**src/rtl/jtag_tap_ctrl.sv**
```systemverilog
module jtag_tap_ctrl #(
  parameter int          BSR_W    = 8,
  parameter bit          HAS_ID   = 1'b1,
  parameter logic [31:0] ID_VALUE = 32'h0B2C_E0D3
) (
  input  logic             tck,
  input  logic             trst_n,
  input  logic             tms,
  input  logic             tdi,
  input  logic [BSR_W-1:0] pins,
  output logic             tdo,
  output logic             tdo_en
);
  localparam int         IR_W      = 4;
  localparam logic [3:0] C_EXTEST  = 4'b0000;
  localparam logic [3:0] C_IDCODE  = 4'b0001;
  localparam logic [3:0] C_SAMPLE  = 4'b0010;
  localparam logic [3:0] C_BYPASS  = 4'b1111;
  localparam logic [3:0] RESET_IR  = HAS_ID ? C_IDCODE : C_BYPASS;
  localparam logic [IR_W-1:0] IR_CAP = {{(IR_W-2){1'b0}}, 2'b01};

  typedef enum logic [3:0] {
    S_TLR, S_RTI, S_SEL_DR, S_CAP_DR, S_SH_DR, S_EX1_DR, S_PA_DR, S_EX2_DR, S_UPD_DR,
    S_SEL_IR, S_CAP_IR, S_SH_IR, S_EX1_IR, S_PA_IR, S_EX2_IR, S_UPD_IR
  } tap_t;

  tap_t             state, nxt;
  logic [IR_W-1:0]  ir, ir_sh;
  logic [BSR_W-1:0] bsr;
  logic [31:0]      idr;
  logic             byp, tdo_q, en_q;

  always_comb begin
    case (state)
      S_TLR:    nxt = tms ? S_TLR    : S_RTI;
      S_RTI:    nxt = tms ? S_SEL_DR : S_RTI;
      S_SEL_DR: nxt = tms ? S_SEL_IR : S_CAP_DR;
      S_CAP_DR: nxt = tms ? S_EX1_DR : S_SH_DR;
      S_SH_DR:  nxt = tms ? S_EX1_DR : S_SH_DR;
      S_EX1_DR: nxt = tms ? S_UPD_DR : S_PA_DR;
      S_PA_DR:  nxt = tms ? S_EX2_DR : S_PA_DR;
      S_EX2_DR: nxt = tms ? S_UPD_DR : S_SH_DR;
      S_UPD_DR: nxt = tms ? S_SEL_DR : S_RTI;
      S_SEL_IR: nxt = tms ? S_TLR    : S_CAP_IR;
      S_CAP_IR: nxt = tms ? S_EX1_IR : S_SH_IR;
      S_SH_IR:  nxt = tms ? S_EX1_IR : S_SH_IR;
      S_EX1_IR: nxt = tms ? S_UPD_IR : S_PA_IR;
      S_PA_IR:  nxt = tms ? S_EX2_IR : S_PA_IR;
      S_EX2_IR: nxt = tms ? S_UPD_IR : S_SH_IR;
      default:  nxt = tms ? S_SEL_DR : S_RTI;
    endcase
  end

  wire sel_bsr = (ir == C_SAMPLE) || (ir == C_EXTEST);
  wire sel_id  = HAS_ID && (ir == C_IDCODE);
  wire dr_lsb  = sel_bsr ? bsr[0] : (sel_id ? idr[0] : byp);
  wire in_shift = (state == S_SH_DR) || (state == S_SH_IR);

  always_ff @(posedge tck or negedge trst_n) begin
    if (!trst_n) begin
      state <= S_TLR;
      ir    <= RESET_IR;
      ir_sh <= IR_CAP;
      bsr   <= '0;
      idr   <= '0;
      byp   <= 1'b0;
    end else begin
      state <= nxt;
      case (state)
        S_TLR:    ir <= RESET_IR;
        S_CAP_IR: ir_sh <= IR_CAP;
        S_SH_IR:  ir_sh <= {tdi, ir_sh[IR_W-1:1]};
        S_UPD_IR: ir <= ir_sh;
        S_CAP_DR: begin
          byp <= 1'b0;
          if (sel_bsr) bsr <= pins;
          if (sel_id)  idr <= ID_VALUE;
        end
        S_SH_DR: begin
          if (sel_bsr)     bsr <= {tdi, bsr[BSR_W-1:1]};
          else if (sel_id) idr <= {tdi, idr[31:1]};
          else             byp <= tdi;
        end
        default: ;
      endcase
    end
  end

  always_ff @(negedge tck or negedge trst_n) begin
    if (!trst_n) begin
      tdo_q <= 1'b0;
      en_q  <= 1'b0;
    end else begin
      en_q <= in_shift;
      if (state == S_SH_IR)      tdo_q <= ir_sh[0];
      else if (state == S_SH_DR) tdo_q <= dr_lsb;
    end
  end

  assign tdo    = tdo_q;
  assign tdo_en = en_q;

  logic [2:0] tms_run;
  always_ff @(posedge tck or negedge trst_n) begin
    if (!trst_n)  tms_run <= 3'd0;
    else if (!tms) tms_run <= 3'd0;
    else if (tms_run != 3'd5) tms_run <= tms_run + 3'd1;
  end

  p_five_ones_r2: assert property (@(posedge tck) disable iff (!trst_n)
    (tms_run == 3'd5) |-> (state == S_TLR));
  p_reset_ir_r3: assert property (@(posedge tck) disable iff (!trst_n)
    (state == S_TLR) |=> (ir == RESET_IR));
  p_ir_capture_r4: assert property (@(posedge tck) disable iff (!trst_n)
    (state == S_CAP_IR) |=> (ir_sh[1:0] == 2'b01));
  p_ir_update_r5: assert property (@(posedge tck) disable iff (!trst_n)
    (state != S_UPD_IR && state != S_TLR) |=> $stable(ir));
  p_ir_load_r5: assert property (@(posedge tck) disable iff (!trst_n)
    (state == S_UPD_IR) |=> (ir == $past(ir_sh)));
  p_update_dr_inert_r8: assert property (@(posedge tck) disable iff (!trst_n)
    (state == S_UPD_DR) |=> ($stable(bsr) && $stable(ir)));
  p_bypass_zero_r9: assert property (@(posedge tck) disable iff (!trst_n)
    (state == S_CAP_DR) |=> !byp);
  p_enable_shift_r11: assert property (@(posedge tck) disable iff (!trst_n)
    tdo_en == in_shift);
endmodule

```
**config.mk**
```make
export PLATFORM = sky130hd
export DESIGN_NAME = jtag_tap_ctrl
export DESIGN_NICKNAME = d
export VERILOG_FILES = /design/src/rtl/jtag_tap_ctrl.sv
export SDC_FILE = /design/constraint.sdc
export NUM_CORES = 1
export LEC_CHECK = 0
export ABC_AREA = 1
export BUFFER_PORTS_ARGS = -buffer_cell sky130_fd_sc_hd__buf_2
export CORE_MARGIN = 3
export CORE_UTILIZATION = 57
export CTS_BUF_LIST = sky130_fd_sc_hd__clkbuf_4 sky130_fd_sc_hd__clkbuf_8
export CTS_CLUSTER_SIZE = 20
export DETAILED_ROUTE_END_ITERATION = 10
export GPL_TIMING_DRIVEN = 0
export PLACE_DENSITY = 0.78
export SKIP_CTS_REPAIR_TIMING = 1
export SLEW_MARGIN = 20
export SYNTH_ARGS = -nofsm -noshare
export SYNTH_HDL_FRONTEND = slang
export SYNTH_SLANG_ARGS = --single-unit
```
**constraint.sdc**
```tcl
create_clock -name tck -period 1.25 [get_ports tck]
set_input_delay 0.25 -clock tck [delete_from_list [all_inputs] [get_ports tck]]
set_output_delay 0.25 -clock tck [all_outputs]
set_load 0.02 [all_outputs]
```
# --- Yosys cells after proc, flatten, opt, wreduce, memory -nomap -nowiden ---
# Index checks and enable logic that the tools add are counted.
totals:
  elab_cells: 71
  regBits: 55
  input_bits: 12
op_classes:
  n_reduce_logical: 13
  n_mux: 29
  n_eq_ne: 21
op_table:
  columns: ["operator", "n"]
  rows:
  - ["two-way mux 32 bit", 3]
  - ["case mux 32 bit (2 select lines)", 1]
  - ["case mux 4 bit (11 select lines)", 1]
  - ["== test 4 bit, second input constant", 7]
  - ["== test 4 x 3 -> 1 bit, second input constant", 4]
  - ["two-way mux 4 bit", 4]
  - ["two-way mux 8 bit", 2]
  - ["case mux 4 bit (2 select lines)", 2]
  - ["case mux 8 bit (2 select lines)", 1]
  - ["== test 4 x 2 -> 1 bit, second input constant", 3]
  - ["inequality test 2 bit, second input constant", 6]
  - ["two-way mux 1 bit", 9]
  - ["logical NOT 4 bit", 2]
  - ["nonzero test 2 bit", 4]
  - ["two-way mux 2 bit", 3]
  - ["two-way mux 3 bit", 2]
  - ["AND reduction 3 bit", 2]
  - ["== test 4 x 1 -> 1 bit, second input constant", 1]
  - ["AND reduction 4 bit", 1]
  - ["OR reduction 2 bit", 2]
  - ["logical OR 1 bit", 2]
  - ["case mux 1 bit (2 select lines)", 1]

# --- Logic depth before layout (Yosys ltp) ---
# Gate-level depths: netlist (run 1).
depth:
  ltp_word: 5
  mapped_depth: 8

==> results of run 1 <==
-- worst paths after layout --
check                               from        to  slack, ns  depth (start not counted)
worst max-delay path            state[0]       tdo      -0.56                          7
worst min-delay path              trst_n  ir_sh[2]      -0.02                          1
worst max register to register  state[0]       tdo      -0.56                          7
worst min register to register   idr[11]   idr[10]       0.48                          2
max in group asynchronous         trst_n    tdo_en       0.30                          1
min in group tck                 pins[4]    bsr[4]       0.24                          5
-- cell families (layout without fill, tap and decap cells) --
logic type / Yosys count / count (layout)
buf+inv: 45 / 77
compound gates: 30 / 30
simple gates: 192 / 192
flops: 55 / 55
-- sequential cells by signal, indices dropped and copies added (netlist names) --
| name | count |
|---|---|
| ir | 4 |
| bsr | 8 |
| byp | 1 |
| state | 4 |
| ir_sh | 4 |
| idr | 32 |
| tdo | 1 |
| tdo_en | 1 |
-- final cells by class --
type / instances / area, sq um / area share (%)
sequential: 55 / 1380 / 45.9
multi-input combinational: 222 / 1060 / 35.0
timing repair buffer: 24 / 173 / 5.73
inverter: 38 / 150 / 4.98
clock buffer: 6 / 82.6 / 2.74
buffer: 7 / 71.3 / 2.37
tap: 50 / 62.6 / 2.08
clock inverter: 2 / 35.0 / 1.16
-- Yosys cell counts --
| cell type | n | area [sq um] |
|---|---|---|
| buf_4 | 1 | 7.51 |
| a21oi_1 | 11 | 55.1 |
| nand2_1 | 141 | 529 |
| nor2_8 | 2 | 40.0 |
| nand4_1 | 3 | 18.8 |
| inv_2 | 3 | 11.3 |
| nand2_4 | 2 | 22.5 |
| a21oi_2 | 5 | 43.8 |
| dfrtp_1 | 51 | 1280 |
| buf_2 | 2 | 10.0 |
| nand3_1 | 11 | 55.1 |
| dfrtn_1 | 2 | 50.1 |
| nand3_4 | 1 | 17.5 |
| clkbuf_1 | 1 | 3.75 |
| nor2_1 | 27 | 101 |
| o22ai_1 | 7 | 43.8 |
| o21ai_0 | 7 | 35.0 |
| inv_1 | 35 | 131 |
| buf_6 | 3 | 33.8 |
| dfstp_2 | 2 | 52.6 |
| nand2_2 | 5 | 31.3 |
-- power by group through the flow --
stage | Combinational, mW | Sequential, mW | Clock [mW]
2_1_floorplan | 2.08 | 2.98 | 0
3_3_place_gp | 2.52 | 3.04 | 0
3_5_place_dp | 2.61 | 3.06 | 0
4_1_cts | 2.61 | 3.03 | 1.25
5_1_grt | 3.47 | 3.17 | 1.30
6_report | 3.08 | 3.08 | 1.20
-- critical path: cells and delay by family, from the launching register on --
family                 cells  cell delay, ns
DFF                        1            0.48
buffers and inverters      2            0.17
and+or+nand+nor            5            0.38
-- per-layer routing --
layer	up-vias	GRT usage (%)
met4	0	6.76
met1	914	27.6
met5	-	0
li1	1045	-
met2	60	30.1
met3	8	4.96
-- stage by stage --
stage,cells,setup TNS [ns],util (%),total power [mW]
floorplan,322,-3.70,-,5.06
global placement,384,-15.47,65.0,5.55
detailed placement,384,-11.35,65.1,5.66
CTS,392,-12.87,67.9,6.89
global route,404,-17.80,72.2,7.94
finish,404,-13.90,72.2,7.36
==> impl_metrics.env, run 1 <==
export IMPL_seq_power_share_pct=41.9
export IMPL_synth_cells=322
export IMPL_leakage_nw=1.70
export IMPL_top_layer="met4"
export IMPL_final_cell_mix="nand2_1 (134), dfrtp_1 (48), inv_1 (31), nor2_1 (23), buf_4 (12)"
export IMPL_first_iter_violations=138
export IMPL_grt_antenna_before_repair=0
export IMPL_place_gp_congestion=0.846
export IMPL_grt_setup_unrepaired="true"
export IMPL_cp_end_kind="register"
export IMPL_grt_util_all_layers_pct=19.8
export IMPL_status="finished with violations"
export IMPL_io_pin_count=14
export IMPL_cts_buffers=5
export IMPL_slowest_delay_ns=0.48
export IMPL_cts_root_buffer="clkbuf_8"
export IMPL_place_ws_ns=-0.655
export IMPL_combPwrFrac_pct=41.8
export IMPL_clockBufferDepth=2
export IMPL_ir_drop_v=0.00127
export IMPL_dpl_hpwl_mm=3.26
export IMPL_start_kind="register"
export IMPL_synth_mux_area_share_pct=0
export IMPL_crit_chain="nor2_4 -> nand2_4 -> buf_8 -> nand3_2 -> nand2_1 -> inv_1 -> nand2_1"
export IMPL_violations="hold timing, setup timing"
export IMPL_synth_top_family_by_area="simple AND/OR/NAND/NOR gates"
export IMPL_maxCapViolations=0
export IMPL_fillers=302
export IMPL_routed_wirelength_mm=5.03
export IMPL_htree_levels=2
export IMPL_synth_area_sq_um=2570
export IMPL_clk_pin_slew_worst_paths_ns=0.09
export IMPL_synth_compound_area_share_pct=6.91
export IMPL_cp_max_fo=7
export IMPL_syn_to_final_growth_pct=17.2
export IMPL_switching_power_mw=2.88
export IMPL_die_h_um=73.1
export IMPL_report_final_slew_viol_count=0
export IMPL_grt_pass1_vias=1841
export IMPL_clkPwrFrac_pct=16.3
export IMPL_tightest_slew_ns=0.678
export IMPL_finalWorstSetupSlack_ns=-0.558
export IMPL_grt_max_degree=56
export IMPL_first_pass_iters=5
export IMPL_final_nets=365
export IMPL_clock_latency_ns=0.30
export IMPL_whs_ns=-0.0185
export IMPL_detail_route_antenna_nets=0
export IMPL_switching_share_pct=39.2
export IMPL_synth_xor_area_share_pct=0
export IMPL_routedWlPerCell_um=12.4
export IMPL_num_antenna_cells=0
export IMPL_relSlewSlack_pct=54.8
export IMPL_crit_path_top_delay_cell="dfrtp_2"
export IMPL_crit_arrival_ns=1.34
export IMPL_drive_gt1_share_pct=21.8
export IMPL_skew_ns=0.00692
export IMPL_power_density_nw_per_um2=2440
export IMPL_synthSimpleGateAreaFrac_pct=31.7
export IMPL_worstSetupPathType="register to register"
export IMPL_die_area_sq_um=5350
export IMPL_start_util_pct=61.6
export IMPL_synth_seq_cells=55
export IMPL_internal_power_mw=4.48
export IMPL_timing_final_hold_violations=45
export IMPL_core_area_sq_um=4170
export IMPL_stdcell_area_sq_um=3010
export IMPL_via_per_inst=5.02
export IMPL_cts_tree="done"
export IMPL_port_buffer_count=12
export IMPL_synth_cell_types=21
export IMPL_overflow=0
export IMPL_rows=23
export IMPL_mostFrequentLayoutCell="nand2_1"
export IMPL_avgSynthCellArea_sq_um=7.98
export IMPL_placed_area_sq_um=2720
export IMPL_setup_viol=50
export IMPL_route_met2_wl_mm=2.31
export IMPL_grt_pass1_wl_mm=8.06
export IMPL_synthesis_nets=334
export IMPL_cts_sinks=55
export IMPL_num_vias=2027
export IMPL_dieWidth_um=73.1
export IMPL_synthAdderAreaFrac_pct=0
export IMPL_wl_met3_um=302
export IMPL_wl_met1_mm=2.35
export IMPL_drc=0
export IMPL_ys_warn_count=0
export IMPL_synth_seq_area_share_pct=53.7
export IMPL_crit_required_ns=0.78
export IMPL_cpMostUsedCell="nand2_1"
export IMPL_worstHoldPathType="input pin to asynchronous set/reset pin"
(Power assumes the default switching activity.)
==> run 2, diff against run 1 <==
- BUFFER_PORTS_ARGS: -buffer_cell sky130_fd_sc_hd__buf_2 -> default
- CORE_UTILIZATION: 57 -> 59
- DONT_BUFFER_PORTS: default -> 1
==> impl_metrics.env, run 2 (synthesis results as in run 1) <==
export IMPL_grtUsageMet1_pct=29.3
export IMPL_dieWidth_um=72
export IMPL_drc=0
export IMPL_crit_arrival_ns=1.32
export IMPL_syn_to_final_growth_pct=14.8
export IMPL_crit_required_ns=0.78
export IMPL_io_pin_count=14
export IMPL_cts_buffers=5
export IMPL_grt_pass1_vias=1825
export IMPL_grt_setup_unrepaired="true"
export IMPL_gr_usage_met3_pct=4.85
export IMPL_reg2reg_to="tdo"
export IMPL_finalWorstSetupSlack_ns=-0.539
export IMPL_setup_viol=49
export IMPL_worstSetupPathType="register to register"
export IMPL_core_area_sq_um=4120
export IMPL_cp_end_kind="register"
export IMPL_relSlewSlack_pct=76.3
export IMPL_grt_util_all_layers_pct=19.8
export IMPL_whs_ns=-0.368
export IMPL_regMostFlops="idr"
export IMPL_seqCellArea_sq_um=1380
export IMPL_busiest_layer="met2"
export IMPL_die_h_um=72
export IMPL_die_area_sq_um=5180
export IMPL_place_ws_ns=-0.648
export IMPL_final_nets=356
export IMPL_r2r_cells=7
export IMPL_violations="hold timing, setup timing"
export IMPL_power_density_nw_per_um2=2410
export IMPL_skew_ns=0.00905
export IMPL_port_buffer_count=0
export IMPL_place_gp_congestion=0.978
export IMPL_worstHoldPathType="input pin to asynchronous set/reset pin"
export IMPL_top_regs="idr x32, bsr x8"
export IMPL_clockBufferDepth=2
export IMPL_layoutNonFillerInstCount=395
export IMPL_grt_antenna_before_repair=0
export IMPL_maxCapViolations=0
export IMPL_fin_util_pct=71.7
export IMPL_via_per_inst=5.17
export IMPL_ir_drop_v=0.00122
export IMPL_mostFrequentLayoutCell="nand2_1"
export IMPL_overflow=0
export IMPL_final_cell_mix="nand2_1 (133), dfrtp_1 (48), inv_1 (30), nor2_1 (22), buf_4 (14)"
export IMPL_dp_cells=372
export IMPL_cts_tree="done"
export IMPL_num_antenna_cells=0
export IMPL_first_iter_violations=111
export IMPL_clk_pin_slew_worst_paths_ns=0.09
export IMPL_detail_route_antenna_nets=0
export IMPL_use_met2_pct=29.4
export IMPL_crit_path_end="tdo"
export IMPL_start_kind="register"
export IMPL_clock_latency_ns=0.30
export IMPL_leakage_nw=1.66
export IMPL_fillers=306
export IMPL_r2r_slack_ns=-0.54
export IMPL_largest_register_ffs=32
export IMPL_cp_max_fo=4
export IMPL_rr_startpoint="state[2]"
export IMPL_rows=23
export IMPL_tightest_slew_ns=0.356
export IMPL_report_final_slew_viol_count=0
export IMPL_cts_sinks=55
export IMPL_first_pass_iters=5
export IMPL_start_util_pct=62.5
export IMPL_grt_max_degree=56
export IMPL_grt_pass1_wl_mm=8.07
export IMPL_num_vias=2043
export IMPL_setup_worst_path_start="state[2]"
export IMPL_dpl_hpwl_mm=3.19
export IMPL_multi_input_area_sq_um=1070
export IMPL_routedWlPerCell_um=12.5
export IMPL_finalPower_mw=7.12
export IMPL_htree_levels=2
export IMPL_timing_final_hold_violations=53
export IMPL_status="finished with violations"
export IMPL_cts_root_buffer="clkbuf_8"
export IMPL_drive_gt1_share_pct=21.2
export IMPL_routed_wirelength_mm=4.95
run 2: changes by cell type in the layout (fill, tap and decap cells not counted), moves of 3 or more:
cell | before | now
buf_2 | 9 | 0
buf_6 | 8 | 5
inv_2 | 5 | 8
o21ai_1 | 4 | 1
run 2: per-stage QoR:
step,TNS (ns),area [sq um]
2_1_floorplan,-3.70,2590
3_3_place_gp,-10.42,2650
3_5_place_dp,-10.68,2650
4_1_cts,-12.61,2740
5_1_grt,-18.97,2950
6_report,-14.07,2950
run 2: report_power, final:
| part | internal, mW | leakage [nW] | switching, mW |
|---|---|---|---|
| registers | 2.58 | 0.678 | 0.524 |
| logic | 1.26 | 0.936 | 1.79 |
| clock network | 0.438 | 0.0491 | 0.533 |
| total | 4.27 | 1.66 | 2.85 |
run 2: how the worst min path moves through the flow:
stage,startpoint,endpoint,cells after the start
6_report,trst_n,idr[1],0
5_1_grt,trst_n,ir_sh[3],0
4_1_cts,trst_n,ir_sh[3],0
3_5_place_dp,trst_n,ir_sh[3],0
3_3_place_gp,trst_n,ir_sh[1],0
2_1_floorplan,trst_n,bsr[0],0
run 2: worst max-delay path, stage by stage, from the launching register on:
cell     delay (ns)
dfrtp_2        0.46
buf_12         0.14
nor2_4         0.14
nand2_4        0.08
nand3_2        0.07
nand2_1        0.05
inv_1          0.04
nand2_1        0.05
run 2: cell type report:
cell class | instances | share of cell area [%]
plain buffers | 7 | 2.42
clock buffers | 7 | 2.84
clock inverters | 1 | 0.170
inverters | 38 | 4.83
multi-input cells | 222 | 36.4
flip-flops and latches | 55 | 46.8
well taps | 50 | 2.12
repair buffers | 15 | 4.37
run 2: layer usage:
| metal | wire length, um | part of all wire [%] |
|---|---|---|
| met3 | 269 | 5.4 |
| met2 | 2300 | 47 |
| met5 | 0 | 0 |
| met4 | 53 | 1.1 |
| met1 | 2320 | 47 |
==> run 3, diff against run 2 <==
- MAX_ROUTING_LAYER: default -> met4
==> impl_metrics.env, run 3 (synthesis results as in run 1) <==
export IMPL_status="finished with violations"
export IMPL_violations="hold timing, setup timing"
export IMPL_cts_root_buffer="clkbuf_8"
export IMPL_timing_final_hold_violations=53
export IMPL_start_util_pct=62.5
export IMPL_rows=23
export IMPL_die_h_um=72
export IMPL_cp_end_kind="register"
export IMPL_io_pin_count=14
export IMPL_crit_path_top_delay_cell="dfrtp_2"
export IMPL_top_regs="idr x32, bsr x8"
export IMPL_grt_max_degree=56
export IMPL_clockBufferDepth=2
export IMPL_clock_latency_ns=0.32
export IMPL_relSlewSlack_pct=74.1
export IMPL_worstSetupPathType="register to register"
export IMPL_crit_required_ns=0.79
export IMPL_finalWorstSetupSlack_ns=-0.612
export IMPL_drc=0
export IMPL_grt_pass1_wl_mm=8.14
export IMPL_num_antenna_cells=0
export IMPL_place_gp_congestion=0.999
export IMPL_detail_route_antenna_nets=0
export IMPL_first_iter_violations=154
export IMPL_cpLargestDelayFamily="flip-flops"
export IMPL_fin_util_pct=76.2
export IMPL_grt_util_all_layers_pct=20.7
export IMPL_dieWidth_um=72
export IMPL_start_kind="register"
export IMPL_tightest_slew_ns=0.388
export IMPL_critPathBufInv=3
export IMPL_cts_buffers=5
export IMPL_cp_max_fo=5
export IMPL_routed_wirelength_mm=5.92
export IMPL_fillers=279
export IMPL_crit_arrival_ns=1.41
export IMPL_regMostFlops="idr"
export IMPL_cts_tree="done"
export IMPL_syn_to_final_growth_pct=22.1
export IMPL_dp_cells=372
export IMPL_core_area_sq_um=4120
export IMPL_overflow=0
export IMPL_largest_register_ffs=32
export IMPL_crit_chain="inv_2 -> nor2_4 -> nand2_4 -> buf_8 -> nand3_2 -> nand2_1 -> inv_1 -> nand2_1"
export IMPL_layoutNonFillerInstCount=405
export IMPL_cts_sinks=55
export IMPL_grt_pass1_vias=1773
export IMPL_leakage_nw=1.73
export IMPL_final_nets=366
export IMPL_via_per_inst=5.47
export IMPL_ir_drop_v=0.00126
export IMPL_skew_ns=0.00953
export IMPL_dpl_hpwl_mm=3.28
export IMPL_drive_gt1_share_pct=24.8
export IMPL_cpMostUsedCell="nand2_1"
export IMPL_setup_viol=48
export IMPL_report_final_slew_viol_count=0
export IMPL_mostFrequentLayoutCell="nand2_1"
export IMPL_final_cell_mix="nand2_1 (133), dfrtp_1 (47), inv_1 (30), nor2_1 (20), buf_4 (18)"
export IMPL_worstHoldPathType="input pin to asynchronous set/reset pin"
export IMPL_clk_pin_slew_worst_paths_ns=0.10
export IMPL_num_vias=2217
export IMPL_maxCapViolations=0
export IMPL_htree_levels=2
export IMPL_first_pass_iters=5
export IMPL_port_buffer_count=0
export IMPL_die_area_sq_um=5180
export IMPL_whs_ns=-0.391
export IMPL_routedWlPerCell_um=14.6
export IMPL_grt_antenna_before_repair=0
export IMPL_power_density_nw_per_um2=2500
export IMPL_grt_setup_unrepaired="true"
export IMPL_slowest_delay_ns=0.47
==> run 3: changes by cell type in the layout (fill, tap and decap cells not counted), sizes merged <==
| cell | delta |
|---|---|
| clkinvlp | +1 |
| clkinv | -1 |
| buf | +9 |
| inv | +1 |
==> run 3: layout make-up <==
cell class / count / area (sq um) / share of cell area, %
sequential: 55 / 1380 / 44.1
clock buffer: 6 / 76.3 / 2.43
timing repair buffer: 25 / 228 / 7.26
clock inverter: 2 / 16.3 / 0.519
tap: 50 / 62.6 / 1.99
multi-input combinational: 222 / 1120 / 35.8
inverter: 38 / 160 / 5.11
buffer: 7 / 86.3 / 2.75
==> run 3: where the power goes <==
| group | internal (mW) | switching [mW] |
|---|---|---|
| Sequential | 2.58 | 0.563 |
| Combinational | 1.55 | 2.11 |
| Clock | 0.425 | 0.600 |
| Total | 4.56 | 3.28 |
==> run 3: through the flow <==
| stage | area, sq um | setup WS (ns) | setup TNS, ns | power [mW] |
|---|---|---|---|---|
| finish | 3140 | -0.612 | -14.52 | 7.84 |
| global route | 3140 | -0.683 | -17.68 | 8.40 |
| detailed placement | 2650 | -0.669 | -12.04 | 5.61 |
| global placement | 2650 | -0.645 | -10.49 | 5.50 |
| CTS | 2750 | -0.708 | -14.12 | 6.63 |
| floorplan | 2590 | -0.510 | -3.70 | 5.06 |
==> run 3: worst reg2reg max path: cells and delay by family, from the launching register on <==
family / cells / cell delay [ns]
flip-flops: 1 / 0.47
AND/OR/NAND/NOR: 5 / 0.35
buffers and inverters: 3 / 0.25
==> run 3: path summary, 6_finish.rpt <==
kind / startpoint / endpoint / slack, ns / cells past startpoint
max: state[2] / tdo / -0.61 / 8
min: trst_n / idr[1] / -0.39 / 0
max reg2reg: state[2] / tdo / -0.61 / 8
min reg2reg: idr[29] / idr[29] / 0.48 / 2
max in group asynchronous: trst_n / tdo / 1.01 / 0
min in group tck: pins[6] / bsr[6] / 0.14 / 4
==> run 3: metal layers <==
layer | wire [um] | track usage (%) | vias to the layer above
met5 | 0 | - | -
met4 | 185 | 9.19 | 0
met3 | 360 | 4.29 | 19
met2 | 2730 | 29.8 | 81
met1 | 2650 | 28.6 | 1069
li1 | - | - | 1048
